[src/rtl/nibcore_pkg.sv]
package nibcore_pkg;
    localparam int DW    = 4;
    localparam int AW    = 4;
    localparam int IW    = 2 * DW;
    localparam int DM_N  = 1 << AW;
    localparam int IM_N  = 1 << AW;

    localparam logic [3:0] OP_HALT = 4'b0000;
    localparam logic [3:0] OP_RIP  = 4'b0001;
    localparam logic [3:0] OP_WO   = 4'b0010;
    localparam logic [3:0] OP_BNEZ = 4'b0011;
    localparam logic [3:0] OP_LD   = 4'b0100;
    localparam logic [3:0] OP_ST   = 4'b0101;
    localparam logic [3:0] OP_LDX  = 4'b0111;
    localparam logic [3:0] OP_ADDX = 4'b1000;
    localparam logic [3:0] OP_AND  = 4'b1001;
    localparam logic [3:0] OP_ADDI = 4'b1010;
    localparam logic [3:0] OP_SUB  = 4'b1111;

    typedef enum logic [2:0] {
        S_IDLE, S_LOAD, S_FETCH, S_DECODE, S_EXEC, S_STOP
    } state_e;

    typedef struct packed {
        state_e                      st;
        logic [AW-1:0]               pc;
        logic [IW-1:0]               ir;
        logic [DW-1:0]               opnd;
        logic [DW-1:0]               acc;
        logic [DW-1:0]               ix;
        logic [DW-1:0]               dout;
        logic                        z;
        logic                        c;
        logic                        halted;
        logic [DM_N-1:0][DW-1:0]     dm;
    } core_t;
endpackage

[src/rtl/nibcore_loader.sv]
module nibcore_loader
    import nibcore_pkg::*;
#(
    parameter int SEG_LEN = 10
) (
    input  logic          clk,
    input  logic          rst_n,
    input  logic          restart,
    input  logic          enter,
    input  logic [DW-1:0] din,
    output logic          we,
    output logic [AW-1:0] waddr,
    output logic [IW-1:0] wdata
);
    localparam int PW = $clog2(SEG_LEN + 1);

    typedef struct packed {
        logic          enter_q;
        logic          second;
        logic [DW-1:0] hi;
        logic [PW-1:0] ptr;
    } ld_t;

    ld_t ld_d, ld_q;
    logic strobe;

    always_comb begin
        ld_d         = ld_q;
        ld_d.enter_q = enter;
        strobe       = enter & ~ld_q.enter_q;
        we           = 1'b0;
        wdata        = {ld_q.hi, din};
        waddr        = AW'(ld_q.ptr);
        if (!restart) begin
            ld_d.second = 1'b0;
            ld_d.ptr    = '0;
        end else if (strobe) begin
            if (!ld_q.second) begin
                ld_d.hi     = din;
                ld_d.second = 1'b1;
            end else begin
                ld_d.second = 1'b0;
                if (ld_q.ptr < PW'(SEG_LEN)) begin
                    we       = 1'b1;
                    ld_d.ptr = ld_q.ptr + 1'b1;
                end
            end
        end
    end

    always_ff @(posedge clk or negedge rst_n) begin
        if (!rst_n) ld_q <= '0;
        else        ld_q <= ld_d;
    end

    assert_write_only_loading_R2: assert property (@(posedge clk) disable iff (!rst_n)
        we |-> restart);
    assert_segment_limit_R3: assert property (@(posedge clk) disable iff (!rst_n)
        ld_q.ptr <= PW'(SEG_LEN));
endmodule

[src/rtl/nibcore_imem.sv]
module nibcore_imem
    import nibcore_pkg::*;
(
    input  logic          clk,
    input  logic          rst_n,
    input  logic          we,
    input  logic [AW-1:0] waddr,
    input  logic [IW-1:0] wdata,
    input  logic [AW-1:0] raddr,
    output logic [IW-1:0] rdata
);
    logic [IM_N-1:0][IW-1:0] mem_d, mem_q;

    always_comb begin
        mem_d = mem_q;
        if (we) mem_d[waddr] = wdata;
    end

    always_ff @(posedge clk or negedge rst_n) begin
        if (!rst_n) mem_q <= '0;
        else        mem_q <= mem_d;
    end

    assign rdata = mem_q[raddr];
endmodule

[src/rtl/nibcore_alu.sv]
module nibcore_alu
    import nibcore_pkg::*;
(
    input  logic [3:0]    op,
    input  logic [DW-1:0] acc,
    input  logic [DW-1:0] mem,
    input  logic [DW-1:0] imm,
    output logic [DW-1:0] res,
    output logic          cout,
    output logic          acc_we,
    output logic          c_we
);
    logic [DW:0] sum;

    always_comb begin
        res    = acc;
        cout   = 1'b0;
        acc_we = 1'b0;
        c_we   = 1'b0;
        sum    = '0;
        case (op)
            OP_LD: begin
                res    = mem;
                acc_we = 1'b1;
            end
            OP_AND: begin
                res    = acc & imm;
                acc_we = 1'b1;
            end
            OP_ADDI: begin
                sum         = {1'b0, acc} + {1'b0, imm};
                {cout, res} = sum;
                acc_we      = 1'b1;
                c_we        = 1'b1;
            end
            OP_ADDX: begin
                sum         = {1'b0, mem} + {1'b0, acc};
                {cout, res} = sum;
                acc_we      = 1'b1;
                c_we        = 1'b1;
            end
            OP_SUB: begin
                sum         = {1'b0, mem} - {1'b0, acc};
                {cout, res} = sum;
                acc_we      = 1'b1;
                c_we        = 1'b1;
            end
            default: ;
        endcase
    end
endmodule

[src/rtl/nibcore.sv]
module nibcore
    import nibcore_pkg::*;
#(
    parameter int SEG_LEN = 10
) (
    input  logic       clk,
    input  logic       rst_n,
    input  logic       restart,
    input  logic       enter,
    input  logic [3:0] din,
    output logic [3:0] dout,
    output logic       halted,
    output logic       running,
    output logic       zflag,
    output logic       cflag
);
    core_t r_d, r_q;

    logic          im_we;
    logic [AW-1:0] im_waddr;
    logic [IW-1:0] im_wdata, im_rdata;
    logic [DW-1:0] alu_res;
    logic          alu_cout, alu_acc_we, alu_c_we;
    logic [3:0]    op;
    logic [DW-1:0] arg;

    assign op  = r_q.ir[IW-1:DW];
    assign arg = r_q.ir[DW-1:0];

    nibcore_loader #(.SEG_LEN(SEG_LEN)) u_loader (
        .clk(clk), .rst_n(rst_n), .restart(restart), .enter(enter), .din(din),
        .we(im_we), .waddr(im_waddr), .wdata(im_wdata)
    );

    nibcore_imem u_imem (
        .clk(clk), .rst_n(rst_n), .we(im_we), .waddr(im_waddr), .wdata(im_wdata),
        .raddr(r_q.pc), .rdata(im_rdata)
    );

    nibcore_alu u_alu (
        .op(op), .acc(r_q.acc), .mem(r_q.opnd), .imm(arg),
        .res(alu_res), .cout(alu_cout), .acc_we(alu_acc_we), .c_we(alu_c_we)
    );

    always_comb begin
        r_d = r_q;
        if (restart) begin
            r_d.st     = S_LOAD;
            r_d.pc     = '0;
            r_d.halted = 1'b0;
        end else begin
            case (r_q.st)
                S_LOAD:   r_d.st = S_FETCH;
                S_FETCH: begin
                    r_d.ir = im_rdata;
                    r_d.st = S_DECODE;
                end
                S_DECODE: begin
                    r_d.opnd = (op == OP_ADDX) ? r_q.dm[r_q.ix] : r_q.dm[arg];
                    r_d.st   = S_EXEC;
                end
                S_EXEC: begin
                    r_d.st = S_FETCH;
                    r_d.pc = r_q.pc + 1'b1;
                    if (alu_acc_we) begin
                        r_d.acc = alu_res;
                        r_d.z   = (alu_res == '0);
                    end
                    if (alu_c_we) r_d.c = alu_cout;
                    case (op)
                        OP_HALT: begin
                            r_d.st     = S_STOP;
                            r_d.pc     = r_q.pc;
                            r_d.halted = 1'b1;
                        end
                        OP_RIP: begin
                            r_d.st = S_IDLE;
                            r_d.pc = '0;
                        end
                        OP_WO:   r_d.dout = r_q.acc;
                        OP_BNEZ: if (r_q.acc != '0) r_d.pc = arg;
                        OP_ST:   r_d.dm[arg] = r_q.acc;
                        OP_LDX:  r_d.ix = r_q.opnd;
                        default: ;
                    endcase
                end
                default: ;
            endcase
        end
    end

    always_ff @(posedge clk or negedge rst_n) begin
        if (!rst_n) begin
            r_q    <= '0;
            r_q.st <= S_IDLE;
            r_q.z  <= 1'b1;
        end else begin
            r_q <= r_d;
        end
    end

    assign dout    = r_q.dout;
    assign halted  = r_q.halted;
    assign running = (r_q.st == S_FETCH) || (r_q.st == S_DECODE) || (r_q.st == S_EXEC);
    assign zflag   = r_q.z;
    assign cflag   = r_q.c;

    assert_restart_stops_R4: assert property (@(posedge clk) disable iff (!rst_n)
        restart |=> (!running && !halted && r_q.pc == '0));
    assert_halt_sticky_R10: assert property (@(posedge clk) disable iff (!rst_n)
        (halted && !restart) |=> (halted && !running));
    assert_halt_not_running_R10: assert property (@(posedge clk) disable iff (!rst_n)
        !(halted && running));
    assert_dout_only_by_wo_R9: assert property (@(posedge clk) disable iff (!rst_n)
        (r_q.st != S_EXEC) |=> $stable(dout));
    assert_zero_tracks_acc_R13: assert property (@(posedge clk) disable iff (!rst_n)
        zflag == (r_q.acc == '0));
    assert_carry_kept_R13: assert property (@(posedge clk) disable iff (!rst_n)
        (r_q.st == S_EXEC && !restart && (op == OP_LD || op == OP_AND)) |=> $stable(cflag));
endmodule

[config.mk]
export PLATFORM = sky130hd
export DESIGN_NAME = nibcore
export DESIGN_NICKNAME = d
export VERILOG_FILES = /design/src/rtl/nibcore_pkg.sv /design/src/rtl/nibcore_loader.sv /design/src/rtl/nibcore_imem.sv /design/src/rtl/nibcore_alu.sv /design/src/rtl/nibcore.sv
export SDC_FILE = /design/constraint.sdc
export NUM_CORES = 1
export LEC_CHECK = 0
export BUFFER_PORTS_ARGS = -buffer_cell sky130_fd_sc_hd__buf_2
export CAP_MARGIN = 20
export CELL_PAD_IN_SITES_DETAIL_PLACEMENT = 1
export CELL_PAD_IN_SITES_GLOBAL_PLACEMENT = 2
export CORE_MARGIN = 2
export CORE_UTILIZATION = 50
export CTS_BUF_LIST = sky130_fd_sc_hd__clkbuf_8
export CTS_CLUSTER_SIZE = 10
export DETAILED_ROUTE_END_ITERATION = 10
export GPL_TIMING_DRIVEN = 0
export PLACE_DENSITY_LB_ADDON = 0.1
export SYNTH_ARGS = -nofsm -noshare
export SYNTH_HDL_FRONTEND = slang
export SYNTH_HIERARCHICAL = 1
export SYNTH_SLANG_ARGS = --single-unit
export TNS_END_PERCENT = 100
[constraint.sdc]
create_clock -name clk -period 4.01 [get_ports clk]
set_input_delay 0.6015 -clock clk [delete_from_list [all_inputs] [get_ports clk]]
set_output_delay 0.6015 -clock clk [all_outputs]
set_load 0.03 [all_outputs]
## Word level (Yosys, flattened, before mapping)

Index checks and enable logic that the tools add are counted.

| storage, ports and cells | value |
|---|---|
| output and inout port bits | 8 |
| bits in registers | 236 |
| word-level logic and storage cells | 142 |

| cells by class | value |
|---|---|
| bitwise gates (word level) | 5 |
| reduce and logical (&&, ||, !) cells | 23 |
| order comparisons | 7 |
| eq/ne operators | 18 |
| add/subtract/negate cells | 5 |
| multiplexer cells | 38 |

Operators with widths:

| operator | count |
|---|---|
| $bwmux 128 | 1 |
| $mux 65 | 1 |
| $bwmux 64 | 1 |
| $mux 64 | 1 |
| $mux 4 | 10 |
| $bmux 4 s4 | 2 |
| $bmux 8 s4 | 1 |
| $demux 8 s4 | 1 |
| $reduce_and 3->1 | 7 |
| $lt 4x5->1 const B | 4 |
| $pmux 4 s5 | 1 |
| $demux 4 s4 | 1 |
| $eq 4x4->1 const B | 4 |
| $mux 8 | 2 |
| $eq 4x3->1 const B | 3 |
| $pmux 3 s4 | 1 |
| $pmux 4 s3 | 1 |
| $add 4x4->5 | 2 |
| $mux 1 | 10 |
| $mux 9 | 1 |
| $add 4x1->4 const B | 2 |
| $eq 4x2->1 const B | 2 |
| $ge 4x1->1 const B | 2 |
| $logic_not 4->1 | 2 |
| other kinds (22) | 33 |

## Depth between registers and ports, before layout

Gate-level depths: netlist (run 1).

| logic depth | value |
|---|---|
| word-level depth | 8 |
| depth in mapped cells | 10 |

## Cells and area by module

The synthesis (run 1) kept the hierarchy.

Modules (own cells, without submodules):

| module | cells an instance | instances | area each (µm²) |
|---|---|---|---|
| nibcore_imem | 365 | 1 | 5,915.7 |
| nibcore | 391 | 1 | 5,153.7 |
| nibcore_alu | 93 | 1 | 738.2 |
| nibcore_loader | 50 | 1 | 568.0 |

## Least setup slack after synthesis (run 1)

Ideal clock, no wire load.

| timing path | value |
|---|---|
| path kind | register to register |
| start point | register r_q[75] (netlist name) |
| end point | register r_q, in the netlist zflag |
| buffers on the path | 0 |
| arrival time | 2,308 ps |
| setup slack | 1,624 ps |
| stages on the path, launching flop included | 10 |
| cells stage by stage | dfrtp_1 > ha_1 > inv_1 > fa_1 > and3_1 > a21oi_1 > o32ai_1 > a211o_1 > or4_1 > o21ai_0 |

| between the ends | value |
|---|---|
| cells in the longest elaborated chain, start to end | 3 |
| elaborated cells on any way between the ends | 6 |
| those cells by class | add/sub (3); mux (1); bitwise (1); reduce/logical (1) |

Ends and longest elaborated chain:

| what | RTL line | source |
|---|---|---|
| start: declaration | nibcore.sv:17 | `core_t r_d, r_q;` |
| start signal: assignment | nibcore.sv:98 | `r_q <= r_d;` |
| $sub 4x4->5 (tied with other cells) | nibcore_alu.sv:43 | `sum = {1'b0, mem} - {1'b0, acc};` |
| $pmux 4 s5 * | nibcore_alu.sv:21 | `case (op)` |
| net alu_res[1] | nibcore.sv:22 | `logic [DW-1:0] alu_res;` |
| $logic_not 4->1 * | nibcore.sv:67 | `r_d.z = (alu_res == '0);` |

The timed path passes the listed nets; every way through them passes the cells marked *.
A chain may end at the register's enable or synchronous reset.

## Final worst setup path (run 1)

| timing path | value |
|---|---|
| start point | register r_q[79] (netlist name) |
| end point | register r_q, in the netlist zflag |

| between the ends | value |
|---|---|
| cells in the longest elaborated chain, start to end | 3 |
| elaborated cells on any way between the ends | 4 |
| those cells by class | add/sub (2); mux (1); reduce/logical (1) |

Ends and longest elaborated chain:

| what | RTL line |
|---|---|
| $sub 4x4->5 / $add 4x4->5 (equally long branches) | nibcore_alu.sv:43, nibcore_alu.sv:37 |
| $pmux 4 s5 * | nibcore_alu.sv:21 |
| net alu_res[1] | nibcore.sv:22 |
| $logic_not 4->1 * | nibcore.sv:67 |

Marked as above.

==> results.cfg, run 1 <==
[cts]
clk_latency_ns = 0.55
clk_pin_slew_ns = 0.06
post_cts_buffers = 0
cts_htree_levels = 2
cts.sinks = 236
cts_buffers = 41
cts_buffer_depth = 3
ctsResizeCount = 0
tritoncts = built
cts-root-buf = clkbuf_8

[hold_path]
hold_path_class = input port to flop
whs_endpoint = u_loader/ld_q[9]
hp-start = enter
hold_depth = 1

[place]
dp_hpwl_um = 23120
gp_congestion = 0.8923
io_buffers = 15

[die]
chipWidth_um = 161.3
core_area_um2 = 24320
dieArea_um2 = 26030
start_util_pct = 50.89
io_pins = 16
rows = 57
fp.dieH_um = 161.3

[run_status]
status = finished clean

[pwr]
p_leak_nw = 6.518
power.total_mw = 6.164
power.density_nw_per_um2 = 445.3
irDropWorstVdd_mv = 0.3034

[setup_path]
crit_type = flop to flop
end_kind = flop
regToRegEndpoint = zflag
rr_worst_depth = 10
required_ns = 4.46
r2r_start = r_q[79]
crit_arrival_ns = 3.11
crit_fanout = 5
cp-start-kind = flop
r2r_slack_ns = 1.35

[synth]
syn_avg_cell_area_um2 = 13.77
synth_area_leaders = dfrtp_1, mux2_2, mux4_2
synth.net_count = 925
async_flop_share_pct = 100.0
synth_edf_count = 0
synth_cell_type_count = 76
yosys_warnings = 6
syn_inst = 899
syn-cell-area_um2 = 12380
synth_top_area_share_pct = 47.52
yosysSeqAreaShare_pct = 47.73
synth_flop_cell = dfrtp_1
synth-seq-cells = 236
synth_top_area_cell = dfrtp_1

[route]
post_drt_wl_per_cell_um = 24.88
vias = 7896
drc = 0
drt.antenna.violating_nets = 0
finalWirelength_um = 32720
drt_first_pass_iters = 4
drt_iter0_drc = 424
via_per_inst = 6.005

[global_route]
grt_overflow = 0
gr-usage-all-layers_pct = 26.33
grt_pass1_vias = 9112
grt_first_pass_wirelength_um = 52320
antenna_found_initial = 0
grt_max_degree = 102

[sta]
finalCriticalPeriod_ns = 2.662
hold_viol = 0
timing.final.crit_share_pct = 66.39
rsz0062_at_grt = no
fmax_mhz = 375.6
maxSlewHeadroom_pct = 40.23
fin_skew_ns = 0.03416
tightest_slew_ns = 0.8841
setup_viol = 0
drv_slew = 0

[run]
maxCapViolCount = 0

[cells_and_area]
layout.nets = 986
final_util_pct = 56.92
syn2layout_area_growth_pct = 11.86
diodes = 0
final_layout_size_suffix_gt1_share_pct = 44.30
[worst max-delay path, stage by stage, from the launching register on]
cell and delay (ns):
dfrtp_1 0.46, inv_1 0.07, ha_1 0.18, inv_1 0.09, fa_1 0.42, and3_1 0.15
a21oi_1 0.12, o32ai_1 0.13, a211o_1 0.30, or4_1 0.51, o21ai_0 0.15
[synthesized netlist by cell type (all sizes together) (2+ instances only)]
cell     count
nor2        33
and2         4
o41ai        4
nand2       44
a22oi       20
or4          3
mux2i       18
nor4b        3
a211oi       4
o22ai        3
a2111oi      2
a21o         5
nor4         5
ha          15
dfrtp      235
nand3       13
inv         15
xor2         2
a22o         2
a21oi        9
nand3b       2
mux2       217
a221o        2
buf         48
and3         9
mux4        60
and3b        2
clkbuf      24
a31oi        4
nor2b       12
nor3        14
nor3b        3
or3          4
o21ai       18
fa           3
nand2b       8
xnor2        3
nand4        7
[worst max-delay path by stage]
stage                  endpoint  cells after the start  slack [ns]     from
6_report                  zflag                     10        1.35  r_q[79]
5_1_grt                   zflag                      9        1.20  r_q[77]
4_1_cts                   zflag                     10        1.35  r_q[79]
3_5_place_dp            r_q[23]                      6        1.25  restart
3_3_place_gp   u_imem/mem_q[54]                      1       -1.55    rst_n
2_1_floorplan             zflag                      9        1.62  r_q[75]
[per-stage QoR]
step,cell area (um2),worst slack [ns],cells,setup TNS [ns],hold slack [ns]
3_3_place_gp,12860,-1.551,1238,-359.33,0.4626
5_1_grt,13840,1.199,1315,0,0.2306
3_5_place_dp,12920,1.246,1240,0,0.4882
4_1_cts,13840,1.349,1315,0,0.2113
2_1_floorplan,12380,1.624,899,0,0.3059
6_report,13840,1.348,1315,0,0.2359
[placed cells by master (no fill, tap or decap), drive strengths merged, types with 5 or more instances in the layout]
master  instances
a22oi          20
nor4            5
inv            26
nor2           33
dfrtp         235
mux4           60
clkbuf         83
a21oi           9
mux2          217
mux2i          18
nor3           14
nand2          44
nand2b          8
nor2b          12
a21o            5
nand3          13
nand4           7
and3            9
ha             15
buf            65
o21ai          18
[report_power, final]
part	switching, mW	internal, mW	total (mW)	leakage, nW
logic	0.713	0.477	1.19	2.75
registers	0.137	2.48	2.62	3.26
clock network	0.989	1.37	2.35	0.508
total	1.84	4.32	6.16	6.52
[layout make-up]
type                            instances  area [um2]
Fill cell                            2378       10480
Multi-Input combinational cell        576        5982
Sequential cell                       236        5907
Clock buffer                           59       812.0
Buffer                                 72       430.4
Tap cell                              324       405.4
Timing Repair Buffer                   18       150.1
Clock inverter                         15       100.1
Inverter                               15       56.30
[kinds of logic after synthesis]
| kind of cell | synth area share, % |
|---|---|
| XOR/XNOR | 0.3539 |
| buffers and inverters | 3.933 |
| flip-flops | 47.73 |
| AND/OR/NAND/NOR | 8.685 |
| AO/OA/AOI/OAI | 4.934 |
| adder cells (fa/ha/maj) | 2.002 |
| multiplexers | 32.36 |
[per-layer routing]
layer / track usage, % / up-vias / routed length (um)
met5: 0 / - / 0
met4: 10.15 / 0 / 1153
met3: 3.364 / 71 / 916
met2: 47.65 / 167 / 17420
met1: 32.12 / 4184 / 13230
li1: - / 3474 / -
[sequential cells by signal (all words and copies together) (netlist names)]
register	count
u_imem/mem_q	128
r_q	83
arg	4
dout	4
op	4
u_loader/waddr	4
u_loader/wdata	4
u_loader/ld_q	2
cflag	1
halted	1
zflag	1
[repair_timing]
action,in CTS,in global routing
endpoints found under the setup margin,0,0
endpoints found under the hold margin,46,0
hold buffers,1,0
Power figures use the tool's default switching activity.
==> run 2, diff against run 1 <==
- CORE_UTILIZATION: 50 -> 43
- clock period: 4.01 -> 2.19 ns (I/O delays scaled with it)
==> run 2 against run 1 <==
Sequential power rose by 84%. Utilization fell by 6.0 points. Maximum frequency rose by 8.1%. Sequential share of layout area fell by 2.0 points. Highest routed layer unchanged. Clock skew fell by 0.0021 ns. Clock-buffer cell count fell by 1. The flow now finishes with violations (setup timing).
==> results.cfg, run 2 (same netlist as run 1, synthesis figures left out) <==
[run_status]
status = complete, but fails checks
violations = setup timing

[cells_and_area]
diodes = 0
fin_area_um2 = 14540
final_layout_size_suffix_gt1_share_pct = 50.49
regArea_um2 = 5917
largest_reg_flops = 128
top_regs = u_imem/mem_q: 128 flops, r_q: 83 flops
final_common_cell = dfrtp_1
largest_register = u_imem/mem_q
final_cell_mix = dfrtp_1, mux2_2, mux4_2, clkbuf_8, nand2_1
num-fill-cells = 2898
layout.nets = 1013
syn2layout_area_growth_pct = 17.49
multiInputGateArea_um2 = 6246

[sta]
tightest_slew_ns = 0.9374
tns_ns = -0.3082
drv_slew = 0
maxSlewHeadroom_pct = 37.28
fmax_mhz = 405.9
rsz0062_at_grt = yes
hold_viol = 0
fin_skew_ns = 0.03203
setup_viol = 3
finalCriticalPeriod_ns = 2.464
timing.final.crit_share_pct = 112.5
final.setup.worst_slack_ns = -0.2737

[die]
rows = 62
chipWidth_um = 173.7
dieArea_um2 = 30150
io_pins = 16
core_area_um2 = 28550
fp.dieH_um = 173.7
start_util_pct = 43.35

[place]
pre_cts_ws_ns = -0.4368
gp_congestion = 0.8622
io_buffers = 15
post_dp_cell_area_um2 = 13000
dp_hpwl_um = 24100

[setup_path]
rr_worst_depth = 9
crit_slowest_cell = or4_1
required_ns = 2.65
crit_type = flop to flop
path_cells = ha_4 > inv_4 > fa_2 > and3_4 > a21oi_2 > o32ai_2 > a211o_1 > or4_1 > o21ai_1
crit_arrival_ns = 2.93
end_kind = flop
crit_fanout = 5
cp-start-kind = flop
slowest_delay_ns = 0.53

[cts]
cts_htree_levels = 2
cts_buffer_depth = 3
cts.sinks = 236
clk_pin_slew_ns = 0.06
cts-root-buf = clkbuf_8
tritoncts = built
cts_buffers = 45
clk_latency_ns = 0.56

[hold_path]
hold_depth = 2
hold_path_class = input port to flop

[route]
finalWirelength_um = 34390
drt.antenna.violating_nets = 0
post_drt_wl_per_cell_um = 24.49
drt_iter0_drc = 401
via_per_inst = 5.709
drt_first_pass_iters = 4
vias = 8015
drc = 0

[global_route]
grt_overflow = 0
grt_max_degree = 101
grt_first_pass_wirelength_um = 54380
grt_pass1_vias = 9156
antenna_found_initial = 0
gr-usage-all-layers_pct = 23.42

[run]
maxCapViolCount = 0

[pwr]
irDropWorstVdd_mv = 0.5532
power.density_nw_per_um2 = 794.3
p_leak_nw = 6.708
==> run 2: metal layers <==
layer  part of all wire, %  wire length, um  vias to the layer above  track usage [%]
met2                    54            18490                      116            43.05
met3                   2.5              870                       59            3.355
met1                    41            14060                     4310            28.24
met5                     0                0                        -                0
met4                   2.8              966                        0            7.703
li1                      -                -                     3530                -
==> run 2: path summary, 6_finish.rpt <==
check,to,from,slack [ns]
min in group asynchronous,u_imem/mem_q[88],rst_n,0.31
max in group asynchronous,u_imem/mem_q[52],rst_n,1.05
worst min register to register,zflag,zflag,0.46
worst max register to register,zflag,r_q[75],-0.27
worst max-delay path,zflag,r_q[75],-0.27
worst min-delay path,halted,restart,0.17
==> run 2: per-stage QoR <==
stage          cells  hold WS, ns  util, %  total power, mW
3_5_place_dp    1300       0.2795    45.53            7.038
2_1_floorplan    899      0.03291        -            6.289
5_1_grt         1404       0.1776    50.93            12.17
4_1_cts         1396       0.1579    50.01            11.58
6_report        1404       0.1739    50.93            11.55
3_3_place_gp    1298       0.4509    45.31            6.941
==> run 2: repair_timing <==
item,CTS,global route
gates resized for setup,50,56
endpoints found under the hold margin,55,0
pin swaps,6,8
setup buffers,10,8
hold buffers,6,0
gates cloned,0,0
endpoints found under the setup margin,125,183
==> run 2: report_power, final <==
| group | switching [mW] | internal [mW] | total, mW |
|---|---|---|---|
| combinational | 1.37 | 0.998 | 2.37 |
| sequential | 0.268 | 4.55 | 4.82 |
| clock | 1.87 | 2.49 | 4.36 |
==> run 2: area by class of cell <==
class	instances	share of cell area [%]
multi-input cells	576	42.96
flip-flops and latches	236	40.69
clock buffers	58	5.490
plain buffers	72	3.519
well taps	384	3.304
repair buffers	41	2.736
clock inverters	22	0.8949
inverters	15	0.4044
==> run 2: critical path, delay by kind of cell, from the launching register on <==
| kind | cells | cell delay [ns] |
|---|---|---|
| AOI/OAI and AO/OA | 4 | 0.58 |
| adders and majority gates | 2 | 0.62 |
| buffers and inverters | 1 | 0.05 |
| DFF | 1 | 0.46 |
| and+or+nand+nor | 2 | 0.70 |
